### config.mk
export PLATFORM = sky130hd
export DESIGN_NAME = mcb_bist_top
export DESIGN_NICKNAME = d
export VERILOG_FILES = /design/src/rtl/mcb_pkg.sv /design/src/rtl/mcb_prpg.sv /design/src/rtl/mcb_misr.sv /design/src/rtl/mcb_chain.sv /design/src/rtl/mcb_cut.sv /design/src/rtl/mcb_ctrl.sv /design/src/rtl/mcb_bist_top.sv
export SDC_FILE = /design/constraint.sdc
export NUM_CORES = 1
export LEC_CHECK = 0
export BUFFER_PORTS_ARGS = -buffer_cell sky130_fd_sc_hd__clkbuf_2
export CORE_ASPECT_RATIO = 0.8
export CORE_MARGIN = 2
export CORE_UTILIZATION = 45
export DETAILED_ROUTE_END_ITERATION = 10
export SYNTH_ARGS = -nofsm -noshare
export SYNTH_HDL_FRONTEND = slang
export SYNTH_SLANG_ARGS = --single-unit
### constraint.sdc
create_clock -name clk -period 3 [get_ports clk]
set_input_delay 0.3 -clock clk [delete_from_list [all_inputs] [get_ports clk]]
set_output_delay 0.3 -clock clk [all_outputs]
set_load 0.05 [all_outputs]
### src/rtl/mcb_pkg.sv
package mcb_pkg;

    localparam int unsigned NCH       = 3;
    localparam int unsigned GW        = 16;
    localparam int unsigned SW        = 16;
    localparam int unsigned PCW       = 16;
    localparam logic [GW-1:0] GEN_TAPS = 16'hB400;
    localparam logic [GW-1:0] GEN_SEED = 16'hACE1;
    localparam logic [SW-1:0] SIG_TAPS = 16'hB400;
    localparam logic [SW-1:0] SIG_SEED = 16'h1D0F;

    function automatic int unsigned chain_len(int i);
        case (i)
            0:       return 5;
            1:       return 3;
            default: return 7;
        endcase
    endfunction

    function automatic int unsigned chain_off(int i);
        int unsigned acc = 0;
        for (int k = 0; k < i; k++) acc += chain_len(k);
        return acc;
    endfunction

    function automatic int unsigned longest_chain();
        int unsigned mx = 0;
        for (int k = 0; k < int'(NCH); k++)
            if (chain_len(k) > mx) mx = chain_len(k);
        return mx;
    endfunction

    localparam int unsigned KLEN  = longest_chain();
    localparam int unsigned TOTAL = chain_off(NCH);
    localparam int unsigned CW    = $clog2(KLEN + 1);

    typedef enum logic [1:0] {
        ST_IDLE  = 2'd0,
        ST_SHIFT = 2'd1,
        ST_CAPT  = 2'd2,
        ST_FIN   = 2'd3
    } seq_state_e;

    typedef struct packed {
        logic reseed;
        logic shift;
        logic capture;
        logic compress;
    } scan_ctl_t;

    // Sample logic under test: next state of every scan cell
    function automatic logic [TOTAL-1:0] cut_logic(logic [TOTAL-1:0] s);
        logic [TOTAL-1:0] d;
        for (int j = 0; j < int'(TOTAL); j++)
            d[j] = s[(j + int'(TOTAL) - 1) % int'(TOTAL)]
                 ^ (s[j] & s[(j + 1) % int'(TOTAL)]);
        return d;
    endfunction

endpackage

### src/rtl/mcb_prpg.sv
module mcb_prpg #(
    parameter int unsigned W    = 16,
    parameter int unsigned NOUT = 3,
    parameter logic [W-1:0] TAPS = 16'hB400,
    parameter logic [W-1:0] SEED = 16'hACE1
) (
    input  logic            clk,
    input  logic            rst,
    input  logic            reseed,
    input  logic            step,
    output logic [NOUT-1:0] bits_out
);

    logic [W-1:0] state;

    always_ff @(posedge clk) begin
        if (rst || reseed)
            state <= SEED;
        else if (step)
            state <= {state[W-2:0], ^(state & TAPS)};
    end

    assign bits_out = state[NOUT-1:0];

    // a nonzero seed never reaches the all-zero lock state
    a_r3_never_zero: assert property (@(posedge clk) disable iff (rst)
        state != '0);

endmodule

### src/rtl/mcb_misr.sv
module mcb_misr #(
    parameter int unsigned W   = 16,
    parameter int unsigned NIN = 3,
    parameter logic [W-1:0] TAPS = 16'hB400,
    parameter logic [W-1:0] SEED = 16'h1D0F
) (
    input  logic           clk,
    input  logic           rst,
    input  logic           init,
    input  logic           en,
    input  logic [NIN-1:0] din,
    output logic [W-1:0]   sig
);

    logic [W-1:0] folded;

    assign folded = {sig[W-2:0], ^(sig & TAPS)} ^ {{(W-NIN){1'b0}}, din};

    always_ff @(posedge clk) begin
        if (rst || init)
            sig <= SEED;
        else if (en)
            sig <= folded;
    end

endmodule

### src/rtl/mcb_chain.sv
module mcb_chain #(
    parameter int unsigned L = 4
) (
    input  logic         clk,
    input  logic         rst,
    input  logic         se,
    input  logic         ce,
    input  logic         si,
    input  logic [L-1:0] pin,
    output logic [L-1:0] q,
    output logic         so
);

    generate
        if (L == 1) begin : g_single
            always_ff @(posedge clk) begin
                if (rst)     q <= '0;
                else if (se) q <= si;
                else if (ce) q <= pin;
            end
        end else begin : g_multi
            always_ff @(posedge clk) begin
                if (rst)     q <= '0;
                else if (se) q <= {q[L-2:0], si};
                else if (ce) q <= pin;
            end
        end
    endgenerate

    assign so = q[L-1];

endmodule

### src/rtl/mcb_cut.sv
module mcb_cut
    import mcb_pkg::*;
(
    input  logic           clk,
    input  logic           rst,
    input  logic           se,
    input  logic           ce,
    input  logic [NCH-1:0] si,
    output logic [NCH-1:0] so
);

    logic [TOTAL-1:0] cells;
    logic [TOTAL-1:0] next_cells;

    assign next_cells = cut_logic(cells);

    generate
        for (genvar c = 0; c < int'(NCH); c++) begin : g_chain
            localparam int unsigned L   = chain_len(c);
            localparam int unsigned OFF = chain_off(c);
            mcb_chain #(.L(L)) u_chain (
                .clk (clk),
                .rst (rst),
                .se  (se),
                .ce  (ce),
                .si  (si[c]),
                .pin (next_cells[OFF +: L]),
                .q   (cells[OFF +: L]),
                .so  (so[c])
            );
        end
    endgenerate

    // shift and capture never overlap
    a_r5_shift_capture_exclusive: assert property (@(posedge clk) disable iff (rst)
        $onehot0({se, ce}));

endmodule

### src/rtl/mcb_ctrl.sv
module mcb_ctrl
    import mcb_pkg::*;
(
    input  logic           clk,
    input  logic           rst,
    input  logic           start,
    input  logic [PCW-1:0] npat,
    output scan_ctl_t      ctl,
    output logic           finish,
    output logic           busy
);

    seq_state_e     state;
    logic [CW-1:0]  cnt;
    logic [PCW-1:0] caps;
    logic [PCW-1:0] npat_q;
    logic           last_shift;

    assign last_shift = (cnt == CW'(KLEN - 1));

    always_ff @(posedge clk) begin
        if (rst) begin
            state  <= ST_IDLE;
            cnt    <= '0;
            caps   <= '0;
            npat_q <= '0;
        end else begin
            case (state)
                ST_IDLE: begin
                    if (start) begin
                        state  <= ST_SHIFT;
                        cnt    <= '0;
                        caps   <= '0;
                        npat_q <= npat;
                    end
                end
                ST_SHIFT: begin
                    if (last_shift) begin
                        cnt   <= '0;
                        state <= (caps == npat_q) ? ST_FIN : ST_CAPT;
                    end else begin
                        cnt <= cnt + CW'(1);
                    end
                end
                ST_CAPT: begin
                    caps  <= caps + PCW'(1);
                    state <= ST_SHIFT;
                end
                default: state <= ST_IDLE;
            endcase
        end
    end

    always_comb begin
        ctl.reseed   = (state == ST_IDLE) && start;
        ctl.shift    = (state == ST_SHIFT);
        ctl.capture  = (state == ST_CAPT);
        ctl.compress = (state == ST_SHIFT) && (caps != '0);
    end

    assign finish = (state == ST_FIN);
    assign busy   = (state != ST_IDLE);

    // the shift counter stays within one chain length
    a_r5_count_bound: assert property (@(posedge clk) disable iff (rst)
        cnt < CW'(KLEN));

    // a capture always follows a full K-cycle shift
    a_r5_capture_after_k: assert property (@(posedge clk) disable iff (rst)
        (state == ST_CAPT) |-> ($past(state) == ST_SHIFT && $past(cnt) == CW'(KLEN - 1)));

    // never more captures than requested patterns
    a_r7_caps_bound: assert property (@(posedge clk) disable iff (rst)
        caps <= npat_q);

    // a start while idle leaves idle on the next edge
    a_r2_start_leaves_idle: assert property (@(posedge clk) disable iff (rst)
        (state == ST_IDLE && start) |=> (state == ST_SHIFT));

endmodule

### src/rtl/mcb_bist_top.sv
module mcb_bist_top
    import mcb_pkg::*;
#(
    parameter logic [SW-1:0] GOLDEN = 16'h1D0F
) (
    input  logic           clk,
    input  logic           rst,
    input  logic           start,
    input  logic [PCW-1:0] pat_count,
    output logic           done,
    output logic           pass,
    output logic [SW-1:0]  signature
);

    scan_ctl_t      ctl;
    logic           finish;
    logic           busy;
    logic [NCH-1:0] scan_in;
    logic [NCH-1:0] scan_out;

    mcb_ctrl u_ctrl (
        .clk    (clk),
        .rst    (rst),
        .start  (start),
        .npat   (pat_count),
        .ctl    (ctl),
        .finish (finish),
        .busy   (busy)
    );

    mcb_prpg #(.W(GW), .NOUT(NCH), .TAPS(GEN_TAPS), .SEED(GEN_SEED)) u_prpg (
        .clk      (clk),
        .rst      (rst),
        .reseed   (ctl.reseed),
        .step     (ctl.shift),
        .bits_out (scan_in)
    );

    mcb_cut u_cut (
        .clk (clk),
        .rst (rst),
        .se  (ctl.shift),
        .ce  (ctl.capture),
        .si  (scan_in),
        .so  (scan_out)
    );

    mcb_misr #(.W(SW), .NIN(NCH), .TAPS(SIG_TAPS), .SEED(SIG_SEED)) u_misr (
        .clk  (clk),
        .rst  (rst),
        .init (ctl.reseed),
        .en   (ctl.compress),
        .din  (scan_out),
        .sig  (signature)
    );

    always_ff @(posedge clk) begin
        if (rst || ctl.reseed) begin
            done <= 1'b0;
            pass <= 1'b0;
        end else if (finish) begin
            done <= 1'b1;
            pass <= (signature == GOLDEN);
        end
    end

    // the signature does not move across a capture cycle
    a_r6_capture_holds_sig: assert property (@(posedge clk) disable iff (rst)
        ctl.capture |=> $stable(signature));

    // results stay frozen while no new start arrives
    a_r9_results_hold: assert property (@(posedge clk) disable iff (rst)
        (done && !start) |=> (done && $stable(signature) && $stable(pass)));

    // an accepted start drops done
    a_r2_start_clears_done: assert property (@(posedge clk) disable iff (rst)
        (start && !busy) |=> !done);

    // pass only with a matching signature
    a_r8_pass_matches: assert property (@(posedge clk) disable iff (rst)
        pass |-> (done && signature == GOLDEN));

    // done is never raised while a run is in progress
    a_r10_no_done_when_busy: assert property (@(posedge clk) disable iff (rst)
        (busy && !finish) |=> !done);

endmodule

After elaboration in Yosys (flattened, before gate mapping)
Index checks and enable logic that the tools add are counted.

storage, ports and cells
  output and inout bits = 18
  register bits after elaboration = 86
  logic and storage cells = 81
  bits of input ports = 19

cells by class
  muxes and demuxes = 15
  bitwise operators = 31
  add/sub/neg operators = 2
  reductions and logical operators = 14
  eq/ne operators = 8

operators with widths
  cell                   count
  $pmux 16 s2            1
  $reduce_xor 16->1      2
  $add 16x1->16 const B  1
  $eq 16x13->1 const B   1
  $eq 16x16->1           1
  $mux 16                1
  $reduce_bool 16->1     1
  $xor 16x3->16          1
  $and 1x1->1            15
  $xor 1x1->1            15
  $mux 7                 2
  $mux 3                 4
  $mux 5                 2
  $reduce_and 2->1       4
  $pmux 2 s3             1
  $pmux 3 s2             1
  $reduce_bool 2->1      3
  $eq 2x2->1 const B     2
  $mux 2                 2
  $ne 2x2->1 const B     2
  $add 3x1->3 const B    1
  $eq 3x3->1 const B     1
  $eq 2x1->1 const B     1
  $logic_and 1x1->1      2
  3 further kinds        3

Longest topological paths before layout
  word-level depth = 4
  gate-level depth with buffers = 10
  depth with buffers taken out = 7

Cells and area by module
Synthesis repeated with hierarchy kept, for this count alone.

unflattened totals
  cells, all modules = 470
  area, all modules = 4220.3 um^2

by module, submodules not included
  module                                 times used  area an instance (um^2)  cells an instance  seq. area each (um^2)
  mcb_ctrl                               1           1825.5                   228                740.7
  mcb_misr                               1           721.9                    74                 320.3
  mcb_prpg                               1           653.1                    59                 320.3
  mcb_chain at u_cut.g_chain[2].u_chain  1           329.1                    31                 140.1
  mcb_chain at u_cut.g_chain[0].u_chain  1           241.5                    23                 100.1
  mcb_cut                                1           187.7                    30                 0.0
  mcb_chain at u_cut.g_chain[1].u_chain  1           142.6                    14                 60.1
  mcb_bist_top                           1           118.9                    11                 40.0

Worst setup path after synthesis
Ideal clock, no wire load.

  path type = reg-to-reg
  start = register u_ctrl.state[0]
  end = register u_ctrl.caps[14]
  required time = 2.872 ns
  clock period less this slack = 1.944 ns
  arrival time = 1.816 ns
  setup time = 0.128 ns
  path slack = 1.056 ns
  stages on the path, launching flop included = 10
  path through = dfxtp_1 -> inv_1 -> ha_1 -> buf_4 -> mux2_1 -> and3_1 -> clkbuf_2 -> or3b_1 -> xor2_1 -> nor2_1

between the ends
  word-level cells in the longest chain between the ends = 3
  elaborated cells on any way between the ends = 6
  classes of those cells = 2 x eq/ne; 1 x mux; 3 x reduce/logical

RTL lines
  element                                                           RTL line        text
  start, declared                                                   mcb_ctrl.sv:13  seq_state_e state;
  start signal, assigned                                            mcb_ctrl.sv:40  state <= (caps == npat_q) ? ST_FIN : ST_CAPT;
  $eq 2x2->1 or $logic_not 2->1 (tied branches)                     mcb_ctrl.sv:28  case (state)
  $reduce_bool 2->1 (no source line) or $ne 2x2->1 (tied branches)  -
  $reduce_and 2->1 (no source line)                                 -
  end signal, assigned                                              mcb_ctrl.sv:46  caps <= caps + PCW'(1);
  end, declared                                                     mcb_ctrl.sv:15  logic [PCW-1:0] caps;

Several ways; a longest one is shown, not always the timed one.
A chain may end at the register's enable or synchronous reset.

Final worst setup path
Ends and elaborated chain as after synthesis.

==> flow_metrics.py <==
metrics = {
    "worst_setup_path": {
        "startpoint": "u_ctrl.state[0]",
        "path_class": "reg2reg",
        "path_cells": "inv_1, ha_1, mux2_1, and3_1, or3b_1, xor2_1, nor2_1",
        "worstPathRequired_ns": 3.22,
        "startpoint_type": "register",
        "crit_arrival_ns": 2.27,
        "rr_startpoint": "u_ctrl.state[0]",
        "slowest_stage": "dfxtp_1",
        "path_max_fanout": 7,
        "critPathCaptureType": "register",
        "crit_buf_inv": 1,
        "max_stage_delay_ns": 0.42,
        "crit_family": "simple AND/OR/NAND/NOR gates",
    },
    "power": {
        "power_density_nw_per_um2": 763,
        "ir_worst_vdd_mv": 0.435,
        "p_leak_nw": 1.65,
    },
    "synthesis": {
        "synth_xor_xnor_area_share_pct": 7.94,
        "synth_compound_area_share_pct": 10.1,
        "synthArstFlopShare_pct": 0,
        "synth-edff-count": 0,
        "synthFlopType": "dfxtp_1",
        "synth-simple-area-share_pct": 23.4,
        "synthAdderAreaFrac_pct": 2.76,
        "synth_top_cell_area_share_pct": 42.2,
        "synth.area.top_cells": "dfxtp_1, nand2_1, mux2i_1",
        "ys_warn_count": 0,
        "yosys.cell_types.count": 43,
        "synth_seq_cells": 86,
        "synth_area_per_cell_um2": 8.27,
        "synthCells": 493,
        "synth-seq-area-share_pct": 42.2,
        "synth_top_family_by_area": "simple AND/OR/NAND/NOR gates",
        "synth_common_cells": "nand2_1, dfxtp_1, nor2_1",
        "synth_nets": 521,
        "yosysTopAreaCell": "dfxtp_1",
        "syn_area_um2": 4080,
        "synthMuxAreaShare_pct": 7.39,
        "synth.most_common_cell": "nand2_1",
    },
    "timing": {
        "finalCriticalPeriod_ns": 2.05,
        "finalClockSkew_ns": 0.00439,
        "hold_viol_final": 0,
        "post-route-period-util_pct": 68.3,
        "setup-tns-final_ns": 0,
        "max_freq_ghz": 0.488,
        "slew_violations": 0,
        "tightest_slew_ns": 0.912,
        "rsz0062_at_grt": "no",
        "setup_viol": 0,
        "fin_ws_ns": 0.951,
        "max_slew_margin_pct": 39.2,
    },
    "floorplan": {
        "initial_core_util_pct": 45.7,
        "die_y_um": 89.2,
        "rows": 31,
        "fp.dieW_um": 110,
        "ios": 37,
        "coreArea_um2": 8920,
        "die_area_um2": 9850,
    },
    "global_route": {
        "grt_pass1_wl_um": 14000,
        "antenna_found_initial": 0,
        "grt_pass1_vias": 2922,
        "grt-ovfl-total": 0,
        "grtUsageMet2_pct": 26.1,
        "top_usage_layer": "met2",
        "grt_util_met3_pct": 4.81,
        "grt_usage_pct": 17.5,
        "grt_max_degree": 36,
        "use_met1_pct": 24.4,
    },
    "final_layout": {
        "final_nets": 533,
        "fillers": 888,
        "n_antenna_cell": 0,
        "layout-drive-gt1-share_pct": 11.6,
        "syn_to_final_growth_pct": 11.6,
        "fin_area_um2": 4550,
    },
    "placed_design": {
        "io_buffers": 36,
        "dpl_cell_area_um2": 4240,
        "place_ws_ns": 0.955,
        "gp_congestion": 0.801,
        "hpwl_um": 5680,
    },
    "detailed_routing": {
        "drtIter0Drc": 167,
        "totalWireLength_um": 8210,
        "wl_per_cell_um": 13.2,
        "routed_via_density": 5.13,
        "vias": 3200,
        "drc_errors": 0,
        "first_pass_iters": 4,
        "antenna_left": 0,
    },
    "clocking": {
        "root_buffer": "clkbuf_16",
        "cts_buffers": 9,
        "cts_sinks": 86,
        "cts_tree": "done",
        "clk_path_buf_depth": 2,
        "clk_latency_ns": 0.33,
        "post_cts_buffers": 0,
        "holdBufCountCts": 0,
        "htreeDepth": 3,
        "cts_resized": 0,
        "path_clk_slew_ns": 0.06,
    },
    "flow_run": {
        "maxCapViolations": 0,
    },
    "min_path": {
        "hp-start": "pat_count[8]",
        "worstHoldPathType": "in2reg",
    },
    "status": {
        "status": "finished clean",
    },
}
-- layout make-up --
type	instances	area (um2)	share of cell area [%]
sequential	86	1720	37.8
clock inverter	3	68.8	1.51
inverter	10	37.5	0.824
timing repair buffer	42	225	4.95
multi-input combinational	356	2110	46.3
clock buffer	12	246	5.41
tap	115	144	3.16
-- sequential cells by signal, indices dropped and copies added (netlist names) --
signal and cells:
u_ctrl.caps 16, u_cut.g_chain.u_chain.q 15, u_ctrl.npat_q 16, u_prpg.state 16, u_ctrl.state 2, u_misr.sig 16
pass 1, done 1, u_ctrl.cnt 3
-- routing by layer --
layer | vias up | share of wire (%)
li1 | 1665 | -
met1 | 1476 | 54
met2 | 52 | 41
met3 | 7 | 4.0
met4 | 0 | 1.0
met5 | - | 0
-- power breakdown --
group	internal, W	switching, W
clock	0.000749	0.000423
combinational	0.000350	0.000599
sequential	0.00125	0.000102
-- final timing paths --
path	cells past startpoint	slack, ns	end
max	7	0.95	u_ctrl.caps[14]
min	3	0.18	u_ctrl.npat_q[8]
max reg2reg	7	0.95	u_ctrl.caps[14]
min reg2reg	2	0.47	u_ctrl.npat_q[7]
-- layout by cell type, fill, tap and decap left out, types with 2 or more instances in the layout --
cell,count
nand2b_1,2
clkbuf_16,9
inv_1,10
clkbuf_2,36
nor3b_1,2
nand4_1,5
nand2_1,101
nand3_1,14
xor2_1,10
and3_1,2
a21oi_1,22
ha_1,9
nor4_1,5
a311oi_1,2
nor4b_1,2
buf_4,6
nor2_1,64
a32oi_1,14
clkbuf_1,2
o21ai_0,16
a211oi_1,2
nor3_1,3
a22oi_1,2
xnor2_1,27
mux2i_1,29
o22ai_1,3
dfxtp_1,86
nor2b_1,6
bufinv_16,2
-- stage by stage --
step / total power, W / hold slack [ns] / utilization (%) / cells
2_1_floorplan: 0.00214 / 0.436 / - / 493
3_3_place_gp: 0.00230 / 0.455 / 47.5 / 609
3_5_place_dp: 0.00233 / 0.464 / 47.5 / 609
4_1_cts: 0.00353 / 0.168 / 51.0 / 624
5_1_grt: 0.00371 / 0.178 / 51.0 / 624
6_report: 0.00348 / 0.182 / 51.0 / 624
-- logic make-up (layout without fill, tap and decap cells) --
group | Yosys count | in the layout
AOI/OAI and AO/OA | 65 | 65
xor gates and xnor gates | 37 | 37
adders and majority gates | 9 | 9
buffers and inverters | 51 | 67
DFF | 86 | 86
muxes | 30 | 30
and+or+nand+nor | 215 | 215
-- worst reg2reg max path, cell delays in order (launching register included) --
cell	delay (ns)
dfxtp_1	0.42
inv_1	0.12
ha_1	0.30
mux2_1	0.24
and3_1	0.28
or3b_1	0.39
xor2_1	0.14
nor2_1	0.05
No activity file was read; power rests on OpenSTA's default activity.
